$ cat config.mk
export PLATFORM = sky130hd
export DESIGN_NAME = lock_monitor
export DESIGN_NICKNAME = d
export VERILOG_FILES = /design/src/rtl/lkm_pkg.sv /design/src/rtl/lkm_edge_sync.sv /design/src/rtl/lkm_gap_meter.sv /design/src/rtl/lkm_lol_flag.sv /design/src/rtl/lkm_good_run.sv /design/src/rtl/lock_monitor.sv
export SDC_FILE = /design/constraint.sdc
export NUM_CORES = 1
export LEC_CHECK = 0
export ABC_AREA = 1
export CORE_ASPECT_RATIO = 0.75
export CORE_MARGIN = 4
export CORE_UTILIZATION = 53
export CTS_CLUSTER_DIAMETER = 80
export CTS_CLUSTER_SIZE = 20
export DETAILED_ROUTE_END_ITERATION = 7
export PLACE_DENSITY = 0.73
export SYNTH_ARGS = -nofsm -noshare
export SYNTH_HDL_FRONTEND = slang
export SYNTH_HIERARCHICAL = 1
export SYNTH_SLANG_ARGS = --single-unit
$ cat constraint.sdc
create_clock -name clk -period 2.8 [get_ports clk]
set_input_delay 0.28 -clock clk [delete_from_list [all_inputs] [get_ports clk]]
set_output_delay 0.28 -clock clk [all_outputs]
set_load 0.02 [all_outputs]
$ cat src/rtl/lkm_pkg.sv
package lkm_pkg;

  // Classification of one reference-edge measurement.
  typedef enum logic [1:0] {
    VERD_GOOD = 2'd0,
    VERD_MID  = 2'd1,
    VERD_BAD  = 2'd2
  } verdict_t;

  // Converts a duration in picoseconds to sampling ticks, rounding up.
  function automatic int ps_to_ticks(input int dur_ps, input int sample_ps);
    return (dur_ps + sample_ps - 1) / sample_ps;
  endfunction

endpackage

$ cat src/rtl/lkm_edge_sync.sv
// Synchronizer chain followed by a rising-edge detector.
module lkm_edge_sync #(
  parameter int STAGES = 2
) (
  input  logic clk,
  input  logic rst_n,
  input  logic din,
  output logic rise
);

  logic [STAGES-1:0] chain_q;
  logic              last_q;

  always_ff @(posedge clk or negedge rst_n) begin
    if (!rst_n) begin
      chain_q <= '0;
      last_q  <= 1'b0;
    end else begin
      chain_q[0] <= din;
      for (int s = 1; s < STAGES; s++) begin
        chain_q[s] <= chain_q[s-1];
      end
      last_q <= chain_q[STAGES-1];
    end
  end

  assign rise = chain_q[STAGES-1] & ~last_q;

endmodule

$ cat src/rtl/lkm_gap_meter.sv
// Measures, for every reference edge, the tick distance to the nearest
// feedback edge on either side and classifies it.
module lkm_gap_meter
  import lkm_pkg::*;
#(
  parameter int REL_T    = 4,
  parameter int ASSERT_T = 8,
  parameter int GAP_W    = 4
) (
  input  logic     clk,
  input  logic     rst_n,
  input  logic     ref_rise,
  input  logic     fb_rise,
  output logic     dec_vld,
  output verdict_t dec_cls
);

  localparam logic [GAP_W-1:0] SAT_L = GAP_W'(ASSERT_T + 1);
  localparam logic [GAP_W-1:0] REL_L = GAP_W'(REL_T);
  localparam logic [GAP_W-1:0] ASR_L = GAP_W'(ASSERT_T);
  localparam logic [GAP_W-1:0] ONE_L = GAP_W'(1);

  logic [GAP_W-1:0] age_q, age_d;   // ticks since last feedback edge, saturating
  logic [GAP_W-1:0] ra_q, ra_d;     // backward distance captured at reference edge
  logic [GAP_W-1:0] b_q, b_d;       // ticks elapsed since pending reference edge
  logic             pend_q, pend_d;
  logic [GAP_W-1:0] a_now;
  logic [GAP_W-1:0] gap;
  logic             meas_en;

  always_comb begin
    age_d   = fb_rise ? ONE_L : ((age_q >= SAT_L) ? SAT_L : age_q + ONE_L);
    a_now   = fb_rise ? '0 : age_q;
    pend_d  = pend_q;
    ra_d    = ra_q;
    b_d     = b_q;
    dec_vld = 1'b0;
    gap     = '0;
    if (ref_rise) begin
      // A new reference edge supersedes any waiting measurement.
      if (a_now == '0) begin
        dec_vld = 1'b1;
        pend_d  = 1'b0;
      end else begin
        pend_d = 1'b1;
        ra_d   = a_now;
        b_d    = ONE_L;
      end
    end else if (pend_q) begin
      if (fb_rise) begin
        dec_vld = 1'b1;
        gap     = (b_q < ra_q) ? b_q : ra_q;
        pend_d  = 1'b0;
      end else if (b_q >= ra_q) begin
        // Nothing closer can still arrive; includes the timeout.
        dec_vld = 1'b1;
        gap     = ra_q;
        pend_d  = 1'b0;
      end else begin
        b_d = b_q + ONE_L;
      end
    end
    if (gap < REL_L)      dec_cls = VERD_GOOD;
    else if (gap > ASR_L) dec_cls = VERD_BAD;
    else                  dec_cls = VERD_MID;
  end

  assign meas_en = ref_rise | pend_q;

  always_ff @(posedge clk or negedge rst_n) begin
    if (!rst_n) begin
      age_q  <= SAT_L;
      pend_q <= 1'b0;
      ra_q   <= '0;
      b_q    <= '0;
    end else begin
      age_q  <= age_d;
      pend_q <= pend_d;
      if (meas_en) begin
        ra_q <= ra_d;
        b_q  <= b_d;
      end
    end
  end

  // Coincident edges always give an immediate good verdict.
  assert_aligned_good_R2: assert property (@(posedge clk) disable iff (!rst_n)
    (ref_rise && fb_rise) |-> (dec_vld && dec_cls == VERD_GOOD));

endmodule

$ cat src/rtl/lkm_lol_flag.sv
// Hysteretic loss-of-lock flag with retriggerable minimum high time.
module lkm_lol_flag
  import lkm_pkg::*;
#(
  parameter int HOLD_T = 20,
  parameter int HOLD_W = 5
) (
  input  logic     clk,
  input  logic     rst_n,
  input  logic     dec_vld,
  input  verdict_t dec_cls,
  output logic     lol
);

  localparam logic [HOLD_W-1:0] HOLD_L   = HOLD_W'(HOLD_T);
  localparam logic [HOLD_W-1:0] RELOAD_L = HOLD_W'(HOLD_T - 1);
  localparam logic [HOLD_W-1:0] ONE_L    = HOLD_W'(1);

  logic              lol_q, lol_d;
  logic [HOLD_W-1:0] hold_q, hold_d;
  logic              hold_en;
  logic              is_bad, is_good;

  assign is_bad  = dec_vld && (dec_cls == VERD_BAD);
  assign is_good = dec_vld && (dec_cls == VERD_GOOD);

  always_comb begin
    lol_d   = lol_q;
    hold_en = is_bad || (hold_q != '0);
    hold_d  = is_bad ? RELOAD_L : hold_q - ONE_L;
    if (is_bad) begin
      lol_d = 1'b1;                          // retrigger
    end else if (is_good && hold_q == '0) begin
      lol_d = 1'b0;
    end
  end

  always_ff @(posedge clk or negedge rst_n) begin
    if (!rst_n) begin
      lol_q  <= 1'b1;
      hold_q <= '0;
    end else begin
      lol_q <= lol_d;
      if (hold_en) hold_q <= hold_d;
    end
  end

  assign lol = lol_q;

  // Checker-side counter of cycles since the last bad verdict.
  logic [HOLD_W-1:0] chk_since_q;
  always_ff @(posedge clk or negedge rst_n) begin
    if (!rst_n) begin
      chk_since_q <= HOLD_L;
    end else if (is_bad) begin
      chk_since_q <= ONE_L;
    end else if (chk_since_q != HOLD_L) begin
      chk_since_q <= chk_since_q + ONE_L;
    end
  end

  assert_bad_sets_R3: assert property (@(posedge clk) disable iff (!rst_n)
    is_bad |=> lol_q);

  assert_mid_keeps_R5: assert property (@(posedge clk) disable iff (!rst_n)
    (dec_vld && dec_cls == VERD_MID) |=> $stable(lol_q));

  assert_min_high_R6: assert property (@(posedge clk) disable iff (!rst_n)
    $fell(lol_q) |-> (chk_since_q >= HOLD_L));

endmodule

$ cat src/rtl/lkm_good_run.sv
// Good-verdict strobe and saturating consecutive-good counter.
module lkm_good_run
  import lkm_pkg::*;
#(
  parameter int CNT_W   = 4,
  parameter int RUN_LEN = 8
) (
  input  logic             clk,
  input  logic             rst_n,
  input  logic             dec_vld,
  input  verdict_t         dec_cls,
  output logic             win_good,
  output logic [CNT_W-1:0] cnt,
  output logic             run_met
);

  localparam logic [CNT_W-1:0] MAX_L = {CNT_W{1'b1}};
  localparam logic [CNT_W-1:0] RUN_L = CNT_W'(RUN_LEN);
  localparam logic [CNT_W-1:0] ONE_L = CNT_W'(1);

  logic             stb_q, stb_d;
  logic [CNT_W-1:0] cnt_q, cnt_d;
  logic             good;

  assign good = dec_vld && (dec_cls == VERD_GOOD);

  always_comb begin
    stb_d = good;
    if (good) cnt_d = (cnt_q == MAX_L) ? MAX_L : cnt_q + ONE_L;
    else      cnt_d = '0;
  end

  always_ff @(posedge clk or negedge rst_n) begin
    if (!rst_n) begin
      stb_q <= 1'b0;
      cnt_q <= '0;
    end else begin
      stb_q <= stb_d;
      if (dec_vld) cnt_q <= cnt_d;
    end
  end

  assign win_good = stb_q;
  assign cnt      = cnt_q;
  assign run_met  = (cnt_q >= RUN_L);

  assert_strobe_R7: assert property (@(posedge clk) disable iff (!rst_n)
    good |=> stb_q);

  assert_nongood_clears_R8: assert property (@(posedge clk) disable iff (!rst_n)
    (dec_vld && dec_cls != VERD_GOOD) |=> (cnt_q == '0));

  assert_no_wrap_R8: assert property (@(posedge clk) disable iff (!rst_n)
    (good && cnt_q == MAX_L) |=> (cnt_q == MAX_L));

endmodule

$ cat src/rtl/lock_monitor.sv
module lock_monitor
  import lkm_pkg::*;
#(
  parameter int SAMPLE_PS   = 500,
  parameter int ASSERT_PS   = 4000,
  parameter int RELEASE_PS  = 2000,
  parameter int MIN_HIGH_PS = 10000,
  parameter int SYNC_STAGES = 2,
  parameter int CNT_W       = 4,
  parameter int RUN_LEN     = 8
) (
  input  logic             clk,
  input  logic             rst_n,
  input  logic             ref_clk_i,
  input  logic             fb_clk_i,
  output logic             lol_o,
  output logic             win_good_o,
  output logic [CNT_W-1:0] good_cnt_o,
  output logic             good_run_o
);

  localparam int ASSERT_T = ps_to_ticks(ASSERT_PS, SAMPLE_PS);
  localparam int REL_T    = ps_to_ticks(RELEASE_PS, SAMPLE_PS);
  localparam int HOLD_T   = ps_to_ticks(MIN_HIGH_PS, SAMPLE_PS);
  localparam int GAP_W    = $clog2(ASSERT_T + 2);
  localparam int HOLD_W   = $clog2(HOLD_T + 1);

  logic [1:0] raw_in;
  logic [1:0] rise;
  logic       dec_vld;
  verdict_t   dec_cls;

  assign raw_in = {fb_clk_i, ref_clk_i};

  // One synchronizer/edge detector per monitored clock.
  for (genvar ch = 0; ch < 2; ch++) begin : g_chan
    lkm_edge_sync #(.STAGES(SYNC_STAGES)) u_sync (
      .clk  (clk),
      .rst_n(rst_n),
      .din  (raw_in[ch]),
      .rise (rise[ch])
    );
  end

  lkm_gap_meter #(
    .REL_T   (REL_T),
    .ASSERT_T(ASSERT_T),
    .GAP_W   (GAP_W)
  ) u_meter (
    .clk     (clk),
    .rst_n   (rst_n),
    .ref_rise(rise[0]),
    .fb_rise (rise[1]),
    .dec_vld (dec_vld),
    .dec_cls (dec_cls)
  );

  lkm_lol_flag #(
    .HOLD_T(HOLD_T),
    .HOLD_W(HOLD_W)
  ) u_flag (
    .clk    (clk),
    .rst_n  (rst_n),
    .dec_vld(dec_vld),
    .dec_cls(dec_cls),
    .lol    (lol_o)
  );

  lkm_good_run #(
    .CNT_W  (CNT_W),
    .RUN_LEN(RUN_LEN)
  ) u_run (
    .clk     (clk),
    .rst_n   (rst_n),
    .dec_vld (dec_vld),
    .dec_cls (dec_cls),
    .win_good(win_good_o),
    .cnt     (good_cnt_o),
    .run_met (good_run_o)
  );

  // The run flag can only come up together with a good strobe.
  assert_run_rise_R9: assert property (@(posedge clk) disable iff (!rst_n)
    $rose(good_run_o) |-> win_good_o);

endmodule

==> reports/metrics.yaml <==
logic_synthesis:
  synth_compound_area_frac: 0.0445
  yosysMostFrequentCell: "nand2_1"
  synth_adder_area_share: 0.0829
  synth_edf_count: 0
  ys_warn_count: 6
  yosysTopAreaCellShare: 0.407
  yosysSeqAreaShare: 0.454
  synth_flop_cell: "dfrtp_1"
  synth_common_cells: "nand2_1, inv_1, dfrtp_1, nand3_1, nor2_1"
  ys_ff_latch: 30
  synth.avg_cell_area_um2: 8.26
  synth_top_family_by_area: "simple AND/OR/NAND/NOR gates"
  synth.distinct_cells: 24
  postSynth.asyncResetShare: 1.00
  syn_nets: 216
  synth_xor_area_frac: 0.0211
  synth_area_leaders: "dfrtp_1, nand2_1, ha_1, inv_1, nand3_1"
  synthSimpleGateAreaFrac: 0.309
  netlist_instances: 201
  muxShareOfSynthArea: 0
  synth_largest_area_cell: "dfrtp_1"
  synth_area_mm2: 0.00166
drt:
  post-route-drc-count: 0
  drt_iter0_drc: 37
  dr_total_vias: 1285
  dr.pass1.iters: 4
  wl_per_cell_um: 12.0
  ant_nets: 0
  via_per_inst: 5.02
  drt_wl_total_um: 3070
pwr:
  power_mw: 2.15
  power_density_mw_per_mm2: 1130
  power_switching_mw: 0.954
  seq_power_share: 0.346
  p_sw_frac: 0.445
  clock_power_share: 0.159
  power_leakage_nw: 0.992
  intPower_mw: 1.19
  pwr-share-comb: 0.495
  ir_drop_uv: 501
worst_setup_path:
  endpoint_kind: "flop"
  path_common_cell: "nand2_1"
  cp.required_ps: 2970
  cp-start-kind: "flop"
  slowest_delay_ps: 430
  cp_cell_sequence: "ha_1, nand2_1, nand2_1, nand2_2, nand3_1, nand2_1, nand2_1, nor2_2, inv_1, nand2_1, nand2_1, nor2_1, nand2_1, nand3_1, inv_1"
  cp_max_fo: 6
  crit_type: "flop to flop"
  cp.arrival_ps: 2360
  crit_slowest_cell: "dfrtp_1"
timing:
  whs_ps: 353
  setup-tns-final_ps: 0
  maxSlewHeadroom: 0.695
  hold_violations: 0
  fin_crit_sh: 0.783
  max_slew.worst_pin.slew_ps: 452
  fmax_mhz: 456
  fin_skew_ps: 7.62
  setup_violations: 0
  rsz0062_at_grt: "false"
  final_max_slew_viol_count: 0
  period_minus_slack_ps: 2190
grt:
  grt-ovfl-total: 0
  grt_use_total: 0.177
  grt_pass1_wl_um: 5460
  grt_max_degree: 31
  antenna_found_initial: 0
  grt_pass1_vias: 1251
clock_network:
  cts_hold_buf: 0
  clockBufferDepth: 2
  cts_sinks: 30
  clk_pin_slew_ps: 60
  clk_latency_ps: 280
  ctsResizeCount: 0
  numCtsBuffers: 5
  postCtsSetupBuffers: 0
  cts-root-buf: "clkbuf_8"
  cts_tree: "yes"
  h-tree-depth: 2
placement:
  dp_hpwl_um: 2310
  port-buffer-count: 10
  gp_congestion: 0.909
finish:
  drive_above_1_share: 0.138
  syn_to_final_growth_pct: 14.3
  final_nets: 233
  n_antenna_cell: 0
floorplanning:
  rows: 17
  die-height_um: 56.5
  core_mm2: 0.00298
  num_io_pins: 11
  die_x_um: 72.6
  die_area_mm2: 0.00410
  initial_core_util: 0.558
hold_path:
  hold_path.class: "flop to flop"
outcome:
  outcome: "finished clean"
run:
  max_cap_violations: 0
[cells in the final DEF (no fill, tap or decap), drive strengths merged]
cell,count
buf,1
nor3,1
xnor2,1
nor2,17
xor2,3
clkbuf,7
o21ai,9
inv,38
nand4,9
clkdlybuf4s50,10
dfrtp,27
nand3,18
dfstp,3
nand2,61
ha,11
a21oi,2
[power by group through the flow]
stage | combinational, mW | sequential [mW] | clock, mW
after floorplan | 0.772 | 0.755 | 0
after global placement | 0.993 | 0.737 | 0
after detailed placement | 1.06 | 0.748 | 0
after CTS | 1.06 | 0.743 | 0.352
after global routing | 1.21 | 0.771 | 0.376
final | 1.06 | 0.742 | 0.342
[flip-flops by register name, summed over array words and instances (netlist names)]
name	count
u_meter/pend_q	1
u_flag/lol	1
u_flag/hold_q	5
u_meter/age_q	4
u_run/win_good	1
u_meter/ra_q	4
u_run/cnt	4
u_meter/b_q	4
g_chan.u_sync/chain_q	4
g_chan.u_sync/last_q	2
[layout make-up]
class | count | area (um2)
Inverter | 38 | 143
Timing Repair Buffer | 11 | 108
Multi-Input combinational cell | 132 | 759
Sequential cell | 30 | 754
Tap cell | 38 | 47.5
Fill cell | 248 | 1080
Clock buffer | 7 | 86.3
[per-stage QoR]
stage / instance area (um2) / std cells / util / setup WS, ps
after global routing: 1900 / 256 / 0.637 / 378
after global placement: 1810 / 249 / 0.608 / 716
after detailed placement: 1810 / 249 / 0.608 / 641
final: 1900 / 256 / 0.637 / 607
after floorplan: 1660 / 201 / - / 836
after CTS: 1900 / 256 / 0.637 / 636
[layer usage]
metal | track usage | vias to the layer above | routed length [um] | share of wire
met5 | 0 | - | 0 | 0
met4 | 0.0947 | 0 | 72 | 0.023
met3 | 0.0662 | 8 | 219 | 0.071
met2 | 0.262 | 41 | 1360 | 0.44
met1 | 0.222 | 581 | 1410 | 0.46
li1 | - | 655 | - | -
[kinds of logic after synthesis]
| logic type | after synthesis |
|---|---|
| compound gates | 11 |
| flops | 30 |
| fa+ha+maj | 11 |
| xor+xnor | 4 |
| simple gates | 106 |
| buf+inv | 39 |
[final timing paths]
| kind | endpoint | slack [ps] | depth (start not counted) | startpoint |
|---|---|---|---|---|
| hold / removal | g_chan[1].u_sync/chain_q[1]$_DFF_PN0_ | 350 | 0 | g_chan[1].u_sync/chain_q[0]$_DFF_PN0_ |
| setup / recovery | u_flag/hold_q[2]$_DFFE_PN0P_ | 610 | 15 | u_meter/b_q[1]$_DFFE_PN0P_ |
| min in group asynchronous | u_meter/b_q[2]$_DFFE_PN0P_ | 380 | 2 | rst_n |
| setup reg to reg | u_flag/hold_q[2]$_DFFE_PN0P_ | 610 | 15 | u_meter/b_q[1]$_DFFE_PN0P_ |
| hold reg to reg | g_chan[1].u_sync/chain_q[1]$_DFF_PN0_ | 350 | 0 | g_chan[1].u_sync/chain_q[0]$_DFF_PN0_ |
| max in group asynchronous | u_flag/lol$_DFFE_PN1P_ | 2100 | 2 | rst_n |
[critical path, delay by kind of cell (launching register included)]
family	cells	cell delay (ps)
fa+ha+maj	1	310
buf+inv	2	110
flops	1	430
simple gates	12	1230
No activity file was read; power rests on OpenSTA's default activity.
